### src/rtl/xlat_pkg.sv
package xlat_pkg;

  typedef enum logic [1:0] {
    FLT_NONE  = 2'd0,
    FLT_XLATE = 2'd1,
    FLT_PERM  = 2'd2
  } fault_e;

  typedef struct packed {
    logic capture;
    logic fetchDir;
    logic takeDir;
    logic fetchTbl;
    logic takeTbl;
  } walkStrobes_t;

  localparam int ENT_RD   = 31;
  localparam int ENT_WR   = 30;
  localparam int ENT_NS   = 29;
  localparam int ENT_NEXT = 28;

endpackage

### src/rtl/xlat_ctrl.sv
module xlat_ctrl
  import xlat_pkg::*;
(
  input  logic         clk,
  input  logic         rstN,
  input  logic         reqValid,
  input  logic         rspReady,
  input  logic         dirLinks,
  output walkStrobes_t strobes,
  output logic         reqReady,
  output logic         rspValid,
  output logic         busy
);

  typedef enum logic [2:0] {S_IDLE, S_DIR, S_DWAIT, S_TWAIT, S_RESP} walkState_e;
  walkState_e state, stateNext;

  always_comb begin
    stateNext = state;
    unique case (state)
      S_IDLE:  if (reqValid) stateNext = S_DIR;
      S_DIR:   stateNext = S_DWAIT;
      S_DWAIT: stateNext = dirLinks ? S_TWAIT : S_RESP;
      S_TWAIT: stateNext = S_RESP;
      S_RESP:  if (rspReady) stateNext = S_IDLE;
      default: stateNext = S_IDLE;
    endcase
  end

  always_ff @(posedge clk) begin
    if (!rstN) state <= S_IDLE;
    else       state <= stateNext;
  end

  always_comb begin
    strobes.capture  = (state == S_IDLE) && reqValid;
    strobes.fetchDir = (state == S_DIR);
    strobes.takeDir  = (state == S_DWAIT);
    strobes.fetchTbl = (state == S_DWAIT) && dirLinks;
    strobes.takeTbl  = (state == S_TWAIT);
  end

  assign reqReady = (state == S_IDLE);
  assign rspValid = (state == S_RESP);
  assign busy     = (state != S_IDLE);

  // a directory entry without the link bit ends the walk with no table read
  p_dir_fault_skips_table_r4: assert property (@(posedge clk) disable iff (!rstN)
    (strobes.takeDir && !dirLinks) |=> (rspValid && !strobes.fetchTbl));

  // a pending response stays up until it is taken
  p_hold_rsp_r9: assert property (@(posedge clk) disable iff (!rstN)
    (rspValid && !rspReady) |=> rspValid);

  // no new request is taken while a response is pending
  p_single_walk_r8: assert property (@(posedge clk) disable iff (!rstN)
    rspValid |-> !reqReady);

endmodule

### src/rtl/xlat_dpath.sv
module xlat_dpath
  import xlat_pkg::*;
#(
  parameter int PA_W    = 34,
  parameter int SPACE_W = 7
) (
  input  logic               clk,
  input  logic               rstN,
  input  walkStrobes_t       strobes,
  input  logic               cfgSpaceWe,
  input  logic [SPACE_W-1:0] cfgSpaceId,
  input  logic               cfgBaseWe,
  input  logic [31:0]        cfgBaseData,
  input  logic [31:0]        reqVa,
  input  logic               reqWrite,
  input  logic [SPACE_W-1:0] reqSpace,
  output logic               memRdEn,
  output logic [PA_W-1:0]    memRdAddr,
  input  logic [31:0]        memRdData,
  output logic               dirLinks,
  output logic [PA_W-1:0]    rspPa,
  output fault_e             rspFault,
  output logic               rspNonSecure,
  output logic [31:0]        rspVa
);

  localparam int FRAME_W    = PA_W - 12;
  localparam int NUM_SPACES = 1 << SPACE_W;

  logic [FRAME_W-1:0] baseFrame [NUM_SPACES];
  logic               baseRd    [NUM_SPACES];
  logic               baseWr    [NUM_SPACES];
  logic [SPACE_W-1:0] selSpace;
  logic               unusedCfgBits;

  assign unusedCfgBits = ^cfgBaseData;

  always_ff @(posedge clk) begin
    if (!rstN)           selSpace <= '0;
    else if (cfgSpaceWe) selSpace <= cfgSpaceId;
  end

  for (genvar g = 0; g < NUM_SPACES; g++) begin : g_base
    always_ff @(posedge clk) begin
      if (!rstN) begin
        baseFrame[g] <= '0;
        baseRd[g]    <= 1'b0;
        baseWr[g]    <= 1'b0;
      end else if (cfgBaseWe && selSpace == SPACE_W'(g)) begin
        baseFrame[g] <= cfgBaseData[FRAME_W-1:0];
        baseRd[g]    <= cfgBaseData[ENT_RD];
        baseWr[g]    <= cfgBaseData[ENT_WR];
      end
    end
  end

  logic [31:0]        vaQ;
  logic               writeQ;
  logic [FRAME_W-1:0] walkFrame;
  logic               walkRd, walkWr, dirRd, dirWr;

  always_ff @(posedge clk) begin
    if (!rstN) begin
      vaQ <= '0; writeQ <= 1'b0; walkFrame <= '0;
      walkRd <= 1'b0; walkWr <= 1'b0; dirRd <= 1'b0; dirWr <= 1'b0;
    end else if (strobes.capture) begin
      vaQ       <= reqVa;
      writeQ    <= reqWrite;
      walkFrame <= baseFrame[reqSpace];
      walkRd    <= baseRd[reqSpace];
      walkWr    <= baseWr[reqSpace];
    end else if (strobes.takeDir) begin
      dirRd <= memRdData[ENT_RD];
      dirWr <= memRdData[ENT_WR];
    end
  end

  assign dirLinks  = memRdData[ENT_NEXT];
  assign memRdEn   = strobes.fetchDir || strobes.fetchTbl;
  assign memRdAddr = strobes.fetchTbl ? {memRdData[FRAME_W-1:0], vaQ[21:12], 2'b00}
                                      : {walkFrame, vaQ[31:22], 2'b00};

  logic entryZero, rdOk, wrOk;
  assign entryZero = (memRdData == 32'h0);
  assign rdOk      = walkRd && dirRd && memRdData[ENT_RD];
  assign wrOk      = walkWr && dirWr && memRdData[ENT_WR];

  always_ff @(posedge clk) begin
    if (!rstN || strobes.capture) begin
      rspPa <= '0; rspFault <= FLT_NONE; rspNonSecure <= 1'b0;
    end else if (strobes.takeDir && !dirLinks) begin
      rspFault <= FLT_XLATE;
    end else if (strobes.takeTbl) begin
      if (entryZero)                  rspFault <= FLT_XLATE;
      else if (writeQ ? !wrOk : !rdOk) rspFault <= FLT_PERM;
      else begin
        rspPa        <= {memRdData[FRAME_W-1:0], vaQ[11:0]};
        rspNonSecure <= memRdData[ENT_NS];
      end
    end
  end

  assign rspVa = vaQ;

  // a faulted walk never reports a physical address
  p_fault_no_pa_r5: assert property (@(posedge clk) disable iff (!rstN)
    (rspFault != FLT_NONE) |-> (rspPa == '0 && !rspNonSecure));

endmodule

### src/rtl/xlat_walker.sv
module xlat_walker
  import xlat_pkg::*;
#(
  parameter int PA_W    = 34,
  parameter int SPACE_W = 7
) (
  input  logic               clk,
  input  logic               rstN,
  input  logic               cfgSpaceWe,
  input  logic [SPACE_W-1:0] cfgSpaceId,
  input  logic               cfgBaseWe,
  input  logic [31:0]        cfgBaseData,
  input  logic               reqValid,
  output logic               reqReady,
  input  logic [31:0]        reqVa,
  input  logic               reqWrite,
  input  logic [SPACE_W-1:0] reqSpace,
  output logic               rspValid,
  input  logic               rspReady,
  output logic [PA_W-1:0]    rspPa,
  output logic [1:0]         rspFault,
  output logic               rspNonSecure,
  output logic [31:0]        rspVa,
  output logic               busy,
  output logic               memRdEn,
  output logic [PA_W-1:0]    memRdAddr,
  input  logic [31:0]        memRdData
);

  walkStrobes_t strobes;
  logic         dirLinks;
  fault_e       faultCode;

  xlat_ctrl u_ctrl (
    .clk(clk), .rstN(rstN), .reqValid(reqValid), .rspReady(rspReady),
    .dirLinks(dirLinks), .strobes(strobes), .reqReady(reqReady),
    .rspValid(rspValid), .busy(busy)
  );

  xlat_dpath #(.PA_W(PA_W), .SPACE_W(SPACE_W)) u_dpath (
    .clk(clk), .rstN(rstN), .strobes(strobes),
    .cfgSpaceWe(cfgSpaceWe), .cfgSpaceId(cfgSpaceId),
    .cfgBaseWe(cfgBaseWe), .cfgBaseData(cfgBaseData),
    .reqVa(reqVa), .reqWrite(reqWrite), .reqSpace(reqSpace),
    .memRdEn(memRdEn), .memRdAddr(memRdAddr), .memRdData(memRdData),
    .dirLinks(dirLinks), .rspPa(rspPa), .rspFault(faultCode),
    .rspNonSecure(rspNonSecure), .rspVa(rspVa)
  );

  assign rspFault = faultCode;

  // the directory read follows acceptance by one cycle
  p_dir_fetch_after_accept_r1: assert property (@(posedge clk) disable iff (!rstN)
    (reqValid && reqReady) |=> (memRdEn && busy));

  // memory is only read during a walk
  p_fetch_only_when_busy_r8: assert property (@(posedge clk) disable iff (!rstN)
    memRdEn |-> busy);

endmodule

### config.mk
export PLATFORM = sky130hd
export DESIGN_NAME = xlat_walker
export DESIGN_NICKNAME = d
export VERILOG_FILES = /design/src/rtl/xlat_pkg.sv /design/src/rtl/xlat_ctrl.sv /design/src/rtl/xlat_dpath.sv /design/src/rtl/xlat_walker.sv
export SDC_FILE = /design/constraint.sdc
export NUM_CORES = 2
export LEC_CHECK = 0
export BUFFER_PORTS_ARGS = -buffer_cell sky130_fd_sc_hd__buf_2
export CORE_AREA = 2 2 515 517
export DETAILED_ROUTE_END_ITERATION = 16
export DIE_AREA = 0 0 517 519
export PLACE_DENSITY = 0.71
export SYNTH_ARGS = -nofsm -noshare
export SYNTH_HDL_FRONTEND = slang
export SYNTH_HIERARCHICAL = 1
export SYNTH_SLANG_ARGS = --single-unit
### constraint.sdc
create_clock -name clk -period 3.8 [get_ports clk]
set_input_delay 0.38 -clock clk [delete_from_list [all_inputs] [get_ports clk]]
set_output_delay 0.38 -clock clk [all_outputs]
set_load 0.02 [all_outputs]
==> flow_summary_export.csv <==
group,metric,value,unit
worst_setup_path,cp-end-kind,"flip-flop",
drt,viasPerCell,6.243,
timing,tightestPinTransition,1.211,ns
drt,postRouteAntennaNets,0,
worst_setup_path,r2r_cells,6,
timing,setup_viol,0,
logic_synthesis,syn_area,0.1437,mm²
logic_synthesis,ys_seq_elements,3178,
cts,cts_tree,"yes",
logic_synthesis,ys_warn_count,6,
place,dpl.hpwl,243000,µm
global_routing,grt_util_all_layers,30.14,%
logic_synthesis,yosysTopAreaCell,"edfxtp_1",
logic_synthesis,synthTopCellsByCount,"and2_1, edfxtp_1, clkbuf_1",
drt,wire_per_inst,30.15,µm
final_layout,areaGrowthSynthToFinish,12.50,%
cts,cts_resized,0,
power_and_ir_drop,leakage,59.11,nW
global_routing,grt.overflow.total,0,
global_routing,grt_pass1_wl,582000,µm
worst_setup_path,path_class,"reg -> reg",
final_layout,nets,9875,
logic_synthesis,synth_cell_types,51,
logic_synthesis,avgSynthCellArea,14.95,µm²
drt,drtPass1Iterations,7,
logic_synthesis,synth_enable_flop_cells,3070,
cts,cts_hold_buf,78,
worst_setup_path,crit_fanout,24,
drt,drc,0,
timing,fin_ws,0.4913,ns
power_and_ir_drop,p_per_area,478.0,mW/mm²
logic_synthesis,post-synth-top-count-cell,"and2_1",
min_path,hold_end,"u_dpath/rspFault[0]",
timing,min_period_over_period,87.07,%
cts,cts_buffers,336,
timing,hold_violations,0,
worst_setup_path,rr_startpoint,"u_dpath/selSpace[3]",
outcome,status,"completed",
place,portBuffers,213,
timing,rsz0062_at_grt,"false",
final_layout,fin_util,61.38,%
global_routing,antenna_found_initial,26,
place,pre_cts_slack,0.3318,ns
worst_setup_path,startpoint_type,"flip-flop",
timing,slew_headroom,19.27,%
global_routing,grt_max_degree,129,
logic_synthesis,ys.flop_type,"edfxtp_1",
final_layout,fill_cells,19150,
cts,clk_pin_slew,0.06,ns
worst_setup_path,cp.arrival,3.82,ns
floorplanning,rows,189,
final_layout,layout.area.seq,0.09435,mm²
cts,cts_sinks,3178,
logic_synthesis,yosys-top-cells-area,"edfxtp_1, and2_1, mux4_2, clkbuf_1, mux2_2",
logic_synthesis,synth_seq_area_share,65.65,%
cts,cts-htree-levels,5,
worst_setup_path,reg2reg_setup_slack,0.49,ns
floorplanning,die_x,517,µm
timing,slew_violations,0,
drt,vias,84690,
logic_synthesis,netlist.area_leader.share,64.14,%
final_layout,layout-drive-gt1-share,22.07,%
timing,clock.fmax,0.3022,GHz
cts,insertion_delay,0.87,ns
timing,fin_worst_skew,0.05595,ns
worst_setup_path,timing.rr.end,"u_dpath/baseFrame[105][18]",
min_path,hold_class,"in -> reg",
cts,clock_path_buffers,4,
timing,finalSetupTns,0,ns
drt,drt-total-wl,409000,µm
min_path,holdPathStages,6,
floorplanning,ioPinCount,224,
floorplanning,placeableCoreArea,0.2634,mm²
run,drv_cap,0,
drt,drt_iter0_drc,11440,
floorplanning,die_h,519,µm
floorplanning,dieArea,0.2683,mm²
logic_synthesis,netlist_instances,9613,
min_path,min_from,"memRdData[26]",
timing,fin_crit,3.309,ns
place,place.gp.congestion,0.9275,
global_routing,first_global_vias,83720,
floorplanning,initial_utilization,54.56,%
cts,root_buffer,"clkbuf_16",
logic_synthesis,synthArstFlopShare,0,%
power_and_ir_drop,peakVddDrop,0.4134,mV
worst_setup_path,cp.required,4.32,ns
final_layout,multiInputGateArea,0.04589,mm²
cts,post-cts-setup-buffers,0,
kinds of logic (layout without fill, tap and decap cells):
family / Yosys count / after routing / share of synthesized area, %
and+or+nand+nor: 3726 / 3726 / 15.48
DFF: 3178 / 3178 / 65.65
buffers and inverters: 1006 / 1407 / 2.812
muxes: 992 / 992 / 12.59
AOI/OAI and AO/OA: 710 / 710 / 3.465
other: 1 / 19 / 0.002609
per-stage QoR:
| stage | cell area [µm²] | hold WS (ns) | power, mW | instances |
|---|---|---|---|---|
| floorplan | 143700 | 0.4812 | 43.71 | 9614 |
| global placement | 150300 | 0.4453 | 45.96 | 12880 |
| detailed placement | 150300 | 0.4451 | 46.13 | 12880 |
| CTS | 161600 | 0.01459 | 77.55 | 13550 |
| global route | 161700 | 0.09876 | 79.24 | 13550 |
| finish | 161700 | 0.1088 | 77.29 | 13570 |
layout make-up:
cell class	count	area share [%]
sequential	3178	58.35
clock inverter	173	0.9704
multi-input combinational	5430	28.38
inverter	31	0.07197
timing repair buffer	781	3.923
tap	3533	2.734
clock buffer	422	5.541
antenna	17	0.02631
metal layers:
metal	up-vias	GRT usage, %	wire length (µm)
li1	35590	-	-
met1	43190	41.80	152200
met2	5130	45.48	187000
met3	778	7.604	50330
met4	8	12.88	19330
met5	-	0	57
state kept, by name (all words and copies together) (netlist names), 2 cells and up:
register and cells:
u_dpath/rspFault 2, u_dpath/rspVa 32, u_dpath/baseWr 128, u_dpath/selSpace 7, u_ctrl/state 3, u_dpath/walkFrame 22, u_dpath/baseRd 128, u_dpath/baseFrame 2816
u_dpath/rspPa 34
power by group:
part | internal, mW | total, mW | switching, mW
logic | 1.89 | 5.58 | 3.70
registers | 39.6 | 40.0 | 0.440
clock network | 18.2 | 31.7 | 13.5
worst max path at each step:
stage	from	end	slack [ns]
global route	u_dpath/selSpace[3]	u_dpath/baseRd[105]	0.51
floorplan	u_dpath/selSpace[2]	u_dpath/baseFrame[103][0]	0.45
CTS	u_dpath/selSpace[3]	u_dpath/baseFrame[105][11]	0.57
detailed placement	reqSpace[0]	u_dpath/walkFrame[18]	0.33
global placement	reqSpace[0]	u_dpath/walkFrame[18]	0.31
finish	u_dpath/selSpace[3]	u_dpath/baseFrame[105][18]	0.49
placed cells by master (no fill, tap or decap), types with 20 or more instances in the layout:
| cell | Yosys | layout |
|---|---|---|
| and2_1 | 3078 | 3075 |
| edfxtp_1 | 3070 | 3070 |
| mux4_2 | 628 | 628 |
| buf_4 | 23 | 446 |
| clkbuf_16 | 0 | 343 |
| a22oi_1 | 281 | 281 |
| nand2_1 | 260 | 260 |
| mux2_2 | 247 | 247 |
| buf_2 | 107 | 186 |
| o21ai_2 | 0 | 127 |
| nor2_1 | 123 | 120 |
| mux2i_1 | 117 | 117 |
| nand3_1 | 108 | 108 |
| dfxtp_1 | 108 | 108 |
| a221oi_1 | 95 | 95 |
| a21oi_1 | 84 | 84 |
| dlygate4sd3_1 | 0 | 78 |
| clkbuf_1 | 813 | 71 |
| clkinv_1 | 0 | 64 |
| clkinv_2 | 0 | 57 |
| buf_12 | 0 | 54 |
| nor2b_1 | 58 | 51 |
| inv_1 | 29 | 30 |
| nand4_1 | 30 | 30 |
| a31oi_1 | 24 | 24 |
| o2111ai_1 | 23 | 23 |
| a32oi_1 | 23 | 23 |
| o211ai_1 | 23 | 23 |
| o22a_1 | 22 | 22 |
| bufinv_16 | 0 | 21 |
| nor2_2 | 19 | 20 |
critical path: stages, from the launching register on:
cell and delay, ns:
dfxtp_1 0.72, nor2b_1 0.50, and2_1 0.27, nand2_1 0.45, buf_4 0.41, o21ai_2 0.15
buf_4 0.42
No activity file was read; power rests on OpenSTA's default activity.
